===== src/rtl/xcvr_pkg.sv =====
// Package: shared sizing and mode decode for the registered transceiver.
// Assumes every section has the same width.
package xcvr_pkg;
    localparam int XCVR_SECTIONS = 2;
    localparam int XCVR_SECT_W   = 8;

    // Drive mode of one section, decoded from its enables and selects.
    typedef enum logic [1:0] {
        XM_NORMAL    = 2'd0,
        XM_REINFORCE = 2'd1
    } xcvr_mode_e;

    // Reinforce applies only when both directions drive live data.
    function automatic xcvr_mode_e xcvr_decode(input logic en_ab, input logic en_ba_n,
                                               input logic sel_ab, input logic sel_ba);
        if (en_ab && !en_ba_n && !sel_ab && !sel_ba)
            return XM_REINFORCE;
        return XM_NORMAL;
    endfunction
endpackage


===== src/rtl/xcvr_store_reg.sv =====
// Module: one direction's storage register.
// It loads d on a clock edge with load high and holds otherwise.
// Assumes a synchronous active-low reset to zero.
module xcvr_store_reg #(
    parameter int W = 8
) (
    input  logic         clk,
    input  logic         rst_n,
    input  logic         load,
    input  logic [W-1:0] d,
    output logic [W-1:0] q
);
    // Capture the bus on a strobed edge; clear on reset.
    always_ff @(posedge clk) begin
        if (!rst_n)
            q <= '0;
        else if (load)
            q <= d;
    end


    cap_load_chk: assert property (@(posedge clk) disable iff (!rst_n)
        load |=> (q == $past(d)));


    cap_hold_chk: assert property (@(posedge clk) disable iff (!rst_n)
        !load |=> $stable(q));
endmodule


===== src/rtl/xcvr_bus_keeper.sv =====
// Module: per-bit keeper that remembers a bus's value at the last clock edge.
// Reinforce mode drives this value back onto the bus, so no live loop exists.
module xcvr_bus_keeper #(
    parameter int W = 8
) (
    input  logic         clk,
    input  logic         rst_n,
    input  logic [W-1:0] bus,
    output logic [W-1:0] held
);
    // Sample the resolved bus on every edge.
    always_ff @(posedge clk) begin
        if (!rst_n)
            held <= '0;
        else
            held <= bus;
    end


    keeper_follow_chk: assert property (@(posedge clk) disable iff (!rst_n)
        1'b1 |=> (held == $past(bus)));
endmodule


===== src/rtl/xcvr_section.sv =====
// Module: one byte-wide transceiver section.
// It has two storage registers, two bus keepers, source muxes and enable gating.
// Assumes a_in and b_in are the resolved bus values seen at the pins.
module xcvr_section
    import xcvr_pkg::*;
#(
    parameter int W = XCVR_SECT_W
) (
    input  logic         clk,
    input  logic         rst_n,
    input  logic [W-1:0] a_in,
    output logic [W-1:0] a_out,
    output logic [W-1:0] a_oe,
    input  logic [W-1:0] b_in,
    output logic [W-1:0] b_out,
    output logic [W-1:0] b_oe,
    input  logic         en_ab,
    input  logic         en_ba_n,
    input  logic         sel_ab,
    input  logic         sel_ba,
    input  logic         cap_ab,
    input  logic         cap_ba
);
    logic [W-1:0] stored_ab, stored_ba;
    logic [W-1:0] kept_a, kept_b;
    logic [W-1:0] src_b, src_a;
    xcvr_mode_e   mode;

    xcvr_store_reg #(.W(W)) u_reg_ab (
        .clk(clk), .rst_n(rst_n), .load(cap_ab), .d(a_in), .q(stored_ab));

    xcvr_store_reg #(.W(W)) u_reg_ba (
        .clk(clk), .rst_n(rst_n), .load(cap_ba), .d(b_in), .q(stored_ba));

    xcvr_bus_keeper #(.W(W)) u_keep_a (
        .clk(clk), .rst_n(rst_n), .bus(a_in), .held(kept_a));

    xcvr_bus_keeper #(.W(W)) u_keep_b (
        .clk(clk), .rst_n(rst_n), .bus(b_in), .held(kept_b));

    // Decode whether this section is in two-way live mode.
    always_comb mode = xcvr_decode(en_ab, en_ba_n, sel_ab, sel_ba);

    // Choose what each direction would drive.
    always_comb begin
        if (mode == XM_REINFORCE) begin
            src_b = kept_b;
            src_a = kept_a;
        end else begin
            src_b = sel_ab ? stored_ab : a_in;
            src_a = sel_ba ? stored_ba : b_in;
        end
    end

    // Gate the drivers with their enables; idle outputs read zero.
    always_comb begin
        b_oe  = {W{en_ab}};
        a_oe  = {W{~en_ba_n}};
        b_out = en_ab    ? src_b : '0;
        a_out = !en_ba_n ? src_a : '0;
    end


    b_idle_zero_chk: assert property (@(posedge clk) disable iff (!rst_n)
        (b_oe == '0) |-> (b_out == '0));


    a_idle_zero_chk: assert property (@(posedge clk) disable iff (!rst_n)
        (a_oe == '0) |-> (a_out == '0));
endmodule


===== src/rtl/dual_reg_xcvr.sv =====
// Module: top of the registered transceiver.
// It replicates one section per byte of the buses.
// Assumes the bus width is SECTIONS * SECT_W and that each control bit drives one section.
module dual_reg_xcvr
    import xcvr_pkg::*;
#(
    parameter int SECTIONS = XCVR_SECTIONS,
    parameter int SECT_W   = XCVR_SECT_W,
    localparam int BUS_W   = SECTIONS * SECT_W
) (
    input  logic                clk,
    input  logic                rst_n,
    input  logic [BUS_W-1:0]    a_in,
    output logic [BUS_W-1:0]    a_out,
    output logic [BUS_W-1:0]    a_oe,
    input  logic [BUS_W-1:0]    b_in,
    output logic [BUS_W-1:0]    b_out,
    output logic [BUS_W-1:0]    b_oe,
    input  logic [SECTIONS-1:0] en_ab,
    input  logic [SECTIONS-1:0] en_ba_n,
    input  logic [SECTIONS-1:0] sel_ab,
    input  logic [SECTIONS-1:0] sel_ba,
    input  logic [SECTIONS-1:0] cap_ab,
    input  logic [SECTIONS-1:0] cap_ba
);
    // One independent section per byte slice.
    for (genvar s = 0; s < SECTIONS; s++) begin : g_sect
        xcvr_section #(.W(SECT_W)) u_sect (
            .clk     (clk),
            .rst_n   (rst_n),
            .a_in    (a_in [s*SECT_W +: SECT_W]),
            .a_out   (a_out[s*SECT_W +: SECT_W]),
            .a_oe    (a_oe [s*SECT_W +: SECT_W]),
            .b_in    (b_in [s*SECT_W +: SECT_W]),
            .b_out   (b_out[s*SECT_W +: SECT_W]),
            .b_oe    (b_oe [s*SECT_W +: SECT_W]),
            .en_ab   (en_ab[s]),
            .en_ba_n (en_ba_n[s]),
            .sel_ab  (sel_ab[s]),
            .sel_ba  (sel_ba[s]),
            .cap_ab  (cap_ab[s]),
            .cap_ba  (cap_ba[s])
        );
    end
endmodule


===== config.mk =====
export PLATFORM = sky130hd
export DESIGN_NAME = dual_reg_xcvr
export DESIGN_NICKNAME = d
export VERILOG_FILES = /design/src/rtl/xcvr_pkg.sv /design/src/rtl/xcvr_store_reg.sv /design/src/rtl/xcvr_bus_keeper.sv /design/src/rtl/xcvr_section.sv /design/src/rtl/dual_reg_xcvr.sv
export SDC_FILE = /design/constraint.sdc
export NUM_CORES = 1
export LEC_CHECK = 0
export ABC_CLOCK_PERIOD_IN_PS = 2000
export BUFFER_PORTS_ARGS = -buffer_cell sky130_fd_sc_hd__buf_2
export CELL_PAD_IN_SITES_DETAIL_PLACEMENT = 1
export CELL_PAD_IN_SITES_GLOBAL_PLACEMENT = 1
export CORE_AREA = 2 2 106 82
export DETAILED_ROUTE_END_ITERATION = 8
export DIE_AREA = 0 0 108 84
export PLACE_DENSITY = 0.89
export RECOVER_POWER = 100
export SYNTH_ARGS = -nofsm -noshare
export SYNTH_HDL_FRONTEND = slang
export SYNTH_SLANG_ARGS = --single-unit

===== constraint.sdc =====
create_clock -name clk -period 2 [get_ports clk]
set_input_delay 0.2 -clock clk [delete_from_list [all_inputs] [get_ports clk]]
set_output_delay 0.2 -clock clk [all_outputs]
set_load 0.01 [all_outputs]

==> results_dict.tcl, run 1 <==
set metrics [dict create \
    slew_viol_final 0 \
    cts_hold_buf 0 \
    cts_tree "done" \
    crit_type "input pin to output pin" \
    die_w_um 108 \
    netlist_instances 317 \
    status "finished clean" \
    io_pins 110 \
    relSlewSlack_pct 33.4 \
    cts_setup_buffers 0 \
    cpMaxStageDelayCell "or4b_1" \
    diodes 0 \
    htreeDepth 3 \
    finalSetupViolCount 0 \
    tns_ns 0 \
    crit_start "en_ab[1]" \
    synth_top_family_by_area "multiplexers" \
    hp-start "b_in[13]" \
    cts_root_buf "clkbuf_8" \
    coreArea_sq_um 8160 \
    rsz0062_at_grt "no" \
    ys_warn_count 0 \
    wl_per_cell_um 15.9 \
    post-route-util_pct 44.5 \
    place.gp.congestion 0.883 \
    hold_viol 0 \
    rrSetupSlack_ns 1.38 \
    cts_max_path_buffers 2 \
    portBuffers 109 \
    worst_slew_pin_slew_ns 0.999 \
    grt_pass1_wl_um 12700 \
    clk_pin_slew_ns 0.07 \
    dpl_cell_area_sq_um 3550 \
    r2r_start "g_sect[1].u_sect.u_reg_ba.q[4]" \
    max_freq_ghz 0.545 \
    critPathMaxFanout 18 \
    ys_ff_latch 64 \
    layout.nets 436 \
    cp_data_arrival_time_ns 1.63 \
    avgSynthCellArea_sq_um 9.92 \
    syn_to_final_growth_pct 15.6 \
    dr.pass1.iters 5 \
    std_cell_rows 29 \
    drive_above_1_share_pct 20.3 \
    leakagePower_nw 1.64 \
    drv_cap 0 \
    cts_resized 0 \
    timing.final.crit_share_pct 91.7 \
    dpl.hpwl_um 6080 \
    track_usage_pct 18.1 \
    finClkSkew_ns 0 \
    clock_latency_ns 0.32 \
    synth-simple-area-share_pct 18.6 \
    min_path_type "input pin to flop" \
    cts_made_buffers 9 \
    layout.cells.non_filler 503 \
    synth_fp_nets 363 \
    synth_xor_area_share_pct 0 \
    crit_chain "buf_2, or4b_1, nand2_1, o211a_1, clkbuf_1" \
    drt_iter0_markers 73 \
    grt_pass1_vias 2417 \
    post-route-drc-count 0 \
    dp_cells 487 \
    start_util_pct 38.5 \
    fin_crit_ns 1.83 \
    ir_worst_vdd_uv 386 \
    syn_area_sq_um 3140 \
    vias 2386 \
    ys_types 19 \
    vias_per_cell 4.74 \
    grt_overflow 0 \
    die_area_sq_um 9070 \
    muxShareOfSynthArea_pct 20.4 \
    yosysSeqAreaShare_pct 40.7 \
    critPathMaxStageDelay_ns 0.72 \
    crit_path_end_kind "output pin" \
    final_cell_area_sq_um 3640 \
    cts.sinks 64 \
    drt.antenna.violating_nets 0 \
    cp-start-kind "input pin" \
    drt_wl_total_um 8000 \
    timing.hold.ws_ns 0.108 \
    synth_compound_area_share_pct 8.87 \
    crit_required_ns 1.80 \
    antenna_found_initial 0 \
    grt_max_degree 65 \
    power_density_nw_per_um2 778 \
    yosys.area_share.adder_pct 0 \
    die_height_um 84 \
]
[kinds of logic after synthesis]
family          after synthesis
compound gates               32
mux                          64
buf+inv                      57
simple gates                100
flops                        64
[where the power goes]
group          total [W]  internal (W)  switching, W
clock network   0.000999      0.000485      0.000514
logic           0.000451      0.000198      0.000253
registers        0.00138       0.00135     0.0000337
total            0.00283       0.00203      0.000801
[metal layers]
layer  track usage, %  wire length, um  up-vias
met5                0                0        -
met4             4.90               72        0
met3             4.14              305        8
met2             28.4             3750       54
met1             24.8             3880     1142
li1                 -                -     1182
[metrics by stage]
stage | power, W | worst slack (ns)
detailed placement | 0.00188 | 0.192
finish | 0.00283 | 0.167
global route | 0.00297 | 0.0383
global placement | 0.00186 | 0.262
CTS | 0.00289 | 0.192
floorplan | 0.00173 | 0.441
[critical path: cells and delay by family]
family          cells  cell delay (ns)
simple gates        2             0.88
compound gates      1             0.16
buf+inv             2             0.40
[worst paths after layout]
path	end	cells after the start
hold / removal	g_sect[1].u_sect.u_keep_b.held[5]	2
hold reg to reg	g_sect[1].u_sect.u_reg_ba.q[6]	2
setup / recovery	b_out[11]	5
setup reg to reg	g_sect[1].u_sect.u_reg_ba.q[4]	2
[cell usage after synthesis, drive strengths merged]
cell,n,area [sq um]
a211oi,3,37.5
a21boi,1,7.51
a22o,11,96.3
and2,32,200
buf,41,299
clkbuf,14,52.6
dfxtp,64,1280
inv,2,7.51
mux2i,64,641
nand2,18,67.6
nor2,14,52.6
nor2b,32,200
nor4b,2,47.6
o211a,4,40.0
o31ai,13,97.6
or2,1,6.26
or4b,1,10.0
[cell usage in the layout, fill, tap and decap left out, drive strengths merged]
| cell type | n |
|---|---|
| nor2 | 14 |
| mux2i | 64 |
| a22o | 11 |
| inv | 2 |
| buf | 58 |
| o31ai | 13 |
| clkinv | 3 |
| clkinvlp | 3 |
| nor4b | 2 |
| nor2b | 32 |
| a211oi | 3 |
| a21boi | 1 |
| and2 | 32 |
| o211a | 4 |
| nand2 | 18 |
| dfxtp | 64 |
| or4b | 1 |
| or2 | 1 |
| clkbuf | 69 |
[sequential cells by signal, summed over array words and instances (netlist names)]
name	count
g_sect.u_sect.u_reg_ba.q	16
g_sect.u_sect.u_reg_ab.q	16
g_sect.u_sect.u_keep_b.held	16
g_sect.u_sect.u_keep_a.held	16
[layout make-up]
cell class                      instances  area, sq um
Fill cell                             980         4530
Multi-Input combinational cell        196         1490
Sequential cell                        64         1280
Timing Repair Buffer                  117          541
Clock buffer                           10          138
Tap cell                              108          135
Clock inverter                          6         45.0
Inverter                                2         7.51
Power figures use the tool's default switching activity.
==> run 2, diff against run 1 <==
PLACE_DENSITY = 0.91   (was 0.89)
==> results_dict.tcl, run 2 (same netlist as run 1, synthesis figures left out) <==
set metrics [dict create \
    cts_max_path_buffers 2 \
    dpl_cell_area_sq_um 3560 \
    drt_iter0_markers 85 \
    grt_pass1_wl_um 12800 \
    hold_viol 0 \
    intPower_w 0.00213 \
    switching_power_w 0.000810 \
    dpl.hpwl_um 6170 \
    crit_required_ns 1.80 \
    layout.nets 438 \
    reg2reg_to "g_sect[1].u_sect.u_reg_ba.q[2]" \
    relSlewSlack_pct 12.4 \
    cts_hold_buf 0 \
    die_height_um 84 \
    comb_power_share_pct 15.4 \
    crit_type "input pin to output pin" \
    grt_pass1_vias 2512 \
    vias_per_cell 4.73 \
    die_area_sq_um 9070 \
    timing.hold.ws_ns 0.0982 \
    r2r_start "g_sect[1].u_sect.u_reg_ba.q[2]" \
    wl_per_cell_um 15.9 \
    cp_data_arrival_time_ns 1.58 \
    ir_worst_vdd_uv 523 \
    die_w_um 108 \
    cts_setup_buffers 0 \
    leakagePower_nw 1.66 \
    min_path_type "input pin to flop" \
    std_cell_rows 29 \
    swShare_pct 27.5 \
    ff2ff_path_depth 2 \
    htreeDepth 3 \
    final_cell_mix "64 x mux2i_1, 64 x dfxtp_1, 58 x clkbuf_1" \
    grt_overflow 0 \
    clockPowerShare_pct 37.7 \
    worst_slew_pin_slew_ns 1.31 \
    finClkSkew_ns 0 \
    critPathMaxFanout 27 \
    final_cell_area_sq_um 3670 \
    power_density_nw_per_um2 801 \
    cts.sinks 64 \
    antenna_found_initial 0 \
    place.gp.congestion 0.861 \
    coreArea_sq_um 8160 \
    cp-start-kind "input pin" \
    fillers 1009 \
    cts_made_buffers 9 \
    seq_area_sq_um 1280 \
    slew_viol_final 0 \
    vias 2390 \
    max_freq_ghz 0.562 \
    status "finished clean" \
    endpoint "b_out[1]" \
    rrSetupSlack_ns 1.33 \
    post-route-util_pct 45.0 \
    tns_ns 0 \
    start_util_pct 38.5 \
    crit_path_end_kind "output pin" \
    post-route-drc-count 0 \
    seqPwrFrac_pct 46.9 \
    drt.antenna.violating_nets 0 \
    drv_cap 0 \
    cts_root_buf "clkbuf_8" \
    cts_tree "done" \
    portBuffers 109 \
    grt_max_degree 40 \
    track_usage_pct 18.4 \
    io_pins 110 \
    fin_crit_ns 1.78 \
    cts_resized 0 \
    rsz0062_at_grt "no" \
    power.total_w 0.00294 \
    finalSetupViolCount 0 \
    drive_above_1_share_pct 20.9 \
    drt_wl_total_um 8050 \
    hp-start "b_in[14]" \
    crit_start "en_ba_n[0]" \
    diodes 0 \
    clk_pin_slew_ns 0.08 \
    clock_latency_ns 0.33 \
    multi_input_area_sq_um 1500 \
    syn_to_final_growth_pct 16.8 \
    dr.pass1.iters 4 \
    timing.final.crit_share_pct 88.9 \
]
## run 2: final cells by class
class	count	share of cell area (%)
clock inverters	7	2.18
clock buffers	9	3.37
multi-input cells	196	40.7
well taps	108	3.68
flip-flops and latches	64	34.9
inverters	2	0.204
repair buffers	119	15.0
## run 2: power by group through the flow
stage	logic, W	registers (W)	clock network (W)
floorplan	0.000332	0.00140	0
global placement	0.000458	0.00140	0
detailed placement	0.000478	0.00141	0
CTS	0.000480	0.00138	0.00115
global route	0.000499	0.00139	0.00121
finish	0.000454	0.00138	0.00111
## run 2: per-layer routing
metal	GRT usage (%)	vias to the layer above	wire length (um)
met5	0	-	0
met4	4.78	0	89
met3	4.61	11	309
met2	30.0	38	3920
met1	24.2	1150	3730
li1	-	1191	-
## run 2: stage by stage
step | instances | setup slack, ns
6_report | 505 | 0.222
5_1_grt | 505 | 0.117
4_1_cts | 505 | 0.263
3_5_place_dp | 489 | 0.266
3_3_place_gp | 489 | 0.330
2_1_floorplan | 317 | 0.441
## run 2: critical path, cell delays in order
cell	delay, ns
clkbuf_1	0.41
nor4b_2	0.16
buf_12	0.20
or2_2	0.29
a21boi_0	0.16
buf_2	0.15
## run 2: worst min-delay path by stage
stage	to	slack, ns	depth (start not counted)
detailed placement	g_sect[1].u_sect.u_keep_b.held[0]	0.44	2
floorplan	g_sect[0].u_sect.u_keep_a.held[0]	0.32	1
CTS	g_sect[0].u_sect.u_keep_b.held[4]	0.09	2
finish	g_sect[1].u_sect.u_keep_b.held[6]	0.1	2
global placement	g_sect[0].u_sect.u_keep_b.held[4]	0.43	2
global route	g_sect[1].u_sect.u_keep_b.held[6]	0.09	2
==> run 3, diff against run 2 <==
ABC_AREA = 1   (was default)
CORE_AREA = 2 2 113 88   (was 2 2 106 82)
DIE_AREA = 0 0 115 90   (was 0 0 108 84)
PLACE_DENSITY = 0.8   (was 0.91)
==> results_dict.tcl, run 3 <==
set metrics [dict create \
    cts_setup_buffers 0 \
    max_freq_ghz 0.597 \
    synth.most_common_cell "nand2_1" \
    portBuffers 109 \
    coreArea_sq_um 9310 \
    layout.nets 624 \
    std_cell_rows 31 \
    ff2ff_path_depth 2 \
    power_density_nw_per_um2 916 \
    cp_common_cell "nand2_1" \
    start_util_pct 35.8 \
    grt_pass1_vias 3051 \
    yosys.area_share.adder_pct 0 \
    cp-start-kind "input pin" \
    holdPathStages 3 \
    critPathMaxStageDelay_ns 0.37 \
    synth-simple-area-share_pct 39.4 \
    avgSynthCellArea_sq_um 6.64 \
    worst_slew_pin_slew_ns 0.719 \
    muxShareOfSynthArea_pct 0 \
    cts_hold_buf 0 \
    vias_per_cell 4.51 \
    clock_latency_ns 0.33 \
    syn_to_final_growth_pct 17.2 \
    synthFlopType "dfxtp_1" \
    hold_viol 0 \
    netlist_instances 502 \
    synth_common_cells "174 x nand2_1, 79 x nor2_1, 64 x dfxtp_1" \
    fin_ws_ns 0.326 \
    seqPwrFrac_pct 38.9 \
    cts_tree "done" \
    clk_pin_slew_ns 0.05 \
    drt.antenna.violating_nets 0 \
    leakagePower_nw 2.15 \
    dr.pass1.iters 4 \
    min_to "g_sect[1].u_sect.u_keep_b.held[6]" \
    yosys.area.top_type "dfxtp_1" \
    io_pins 110 \
    antenna_found_initial 0 \
    synth_xor_area_share_pct 0 \
    hp-start "b_in[14]" \
    grt_max_degree 33 \
    diodes 0 \
    clockPowerShare_pct 47.3 \
    slew_viol_final 0 \
    final_cell_mix "177 x nand2_1, 79 x nor2_1, 64 x dfxtp_1" \
    grt_pass1_wl_um 16000 \
    crit_path_end_kind "output pin" \
    finClkSkew_ns 0 \
    comb_power_share_pct 13.8 \
    cpMaxStageDelayCell "clkinvlp_2" \
    drt_wl_total_um 10100 \
    ys_types 22 \
    synthArstFlopShare_pct 0 \
    r2r_start "g_sect[1].u_sect.u_reg_ba.q[6]" \
    layout_commonest_cell "nand2_1" \
    ir_worst_vdd_uv 398 \
    syn_area_sq_um 3330 \
    drv_cap 0 \
    rsz0062_at_grt "no" \
    post-route-drc-count 0 \
    dpl.hpwl_um 7750 \
    cts_max_path_buffers 2 \
    finalSetupViolCount 0 \
    critPathMaxFanout 17 \
    die_height_um 90 \
    cts_root_buf "clkbuf_16" \
    switching_power_w 0.000939 \
    ys_top_cells_by_area "dfxtp_1 38%, nand2_1 20%, nor2_1 8.9%" \
    ys_warn_count 0 \
    status "finished clean" \
    wl_per_cell_um 14.5 \
    crit_type "input pin to output pin" \
    synth_edf_count 0 \
    tns_ns 0 \
    ys_ff_latch 64 \
    synth_compound_area_share_pct 4.81 \
    relSlewSlack_pct 52.1 \
    grt_overflow 0 \
    pre_cts_slack_ns 0.491 \
    vias 3147 \
    cp_data_arrival_time_ns 1.47 \
    crit_required_ns 1.80 \
    reg2reg_to "g_sect[1].u_sect.u_reg_ba.q[6]" \
    synth_fp_nets 548 \
    die_area_sq_um 10400 \
    min_path_type "input pin to flop" \
    swShare_pct 26.3 \
    crit_start "en_ba_n[1]" \
    cts_made_buffers 9 \
    track_usage_pct 19.8 \
    place.gp.congestion 0.913 \
    cts_resized 0 \
    rrSetupSlack_ns 1.32 \
    cts.sinks 64 \
    power.total_w 0.00358 \
    timing.final.crit_share_pct 83.7 \
    yosysSeqAreaShare_pct 38.5 \
    crit_chain "buf_2, clkinvlp_2, nand2_4, nor2_4, nand2_1, nand2_1, clkbuf_1" \
    drt_iter0_markers 140 \
    synth_top_family_by_area "simple AND/OR/NAND/NOR gates" \
    htreeDepth 3 \
    fin_crit_ns 1.67 \
    intPower_w 0.00264 \
    synth_top_area_share_pct 38.5 \
    drive_above_1_share_pct 16.8 \
    die_w_um 115 \
]
[run 3: power groups by stage]
| stage | combinational, W | sequential (W) | clock (W) |
|---|---|---|---|
| 5_1_grt | 0.000557 | 0.00140 | 0.00179 |
| 2_1_floorplan | 0.000349 | 0.00140 | 0 |
| 6_report | 0.000494 | 0.00139 | 0.00169 |
| 3_5_place_dp | 0.000514 | 0.00142 | 0 |
| 3_3_place_gp | 0.000499 | 0.00141 | 0 |
| 4_1_cts | 0.000516 | 0.00139 | 0.00173 |
[run 3: critical path, delay by kind of cell]
family	cells	cell delay, ns
buf+inv	3	0.65
simple gates	4	0.62
[run 3: routing by layer]
metal	part of all wire (%)	vias up	routed length [um]	GRT usage, %
met5	0	-	0	0
met4	1.7	0	177	6.63
met3	3.6	15	363	4.99
met2	43	50	4400	28.0
met1	51	1443	5200	29.1
li1	-	1639	-	-
[run 3: worst max path at each step]
stage / end / cells past startpoint / slack, ns
after floorplan: a_out[3] / 6 / 0.90
after global placement: b_out[12] / 7 / 0.55
after detailed placement: a_out[12] / 7 / 0.49
after CTS: a_out[12] / 7 / 0.49
after global routing: a_out[12] / 7 / 0.18
final: a_out[11] / 7 / 0.33
[run 3: logic make-up (layout without fill, tap and decap cells)]
family | Yosys count | in the layout
and+or+nand+nor | 308 | 308
buffers and inverters | 98 | 179
DFF | 64 | 64
AOI/OAI and AO/OA | 32 | 32
[run 3: final cells by class]
| type | instances | area (sq um) |
|---|---|---|
| fill | 1250 | 5400 |
| multi-input combinational | 340 | 1460 |
| sequential | 64 | 1280 |
| timing repair buffer | 111 | 488 |
| clock buffer | 11 | 243 |
| inverter | 52 | 214 |
| tap | 115 | 144 |
| clock inverter | 5 | 80.1 |
[run 3: metrics by stage]
stage               std cells  hold slack, ns  utilization, %  cell area [sq um]
floorplan                 502           0.293               -               3330
global placement          682           0.420            39.4               3670
detailed placement        682           0.424            39.4               3670
CTS                       698          0.0749            42.9               4000
global route              698          0.0833            41.9               3910
finish                    698          0.0868            41.9               3910
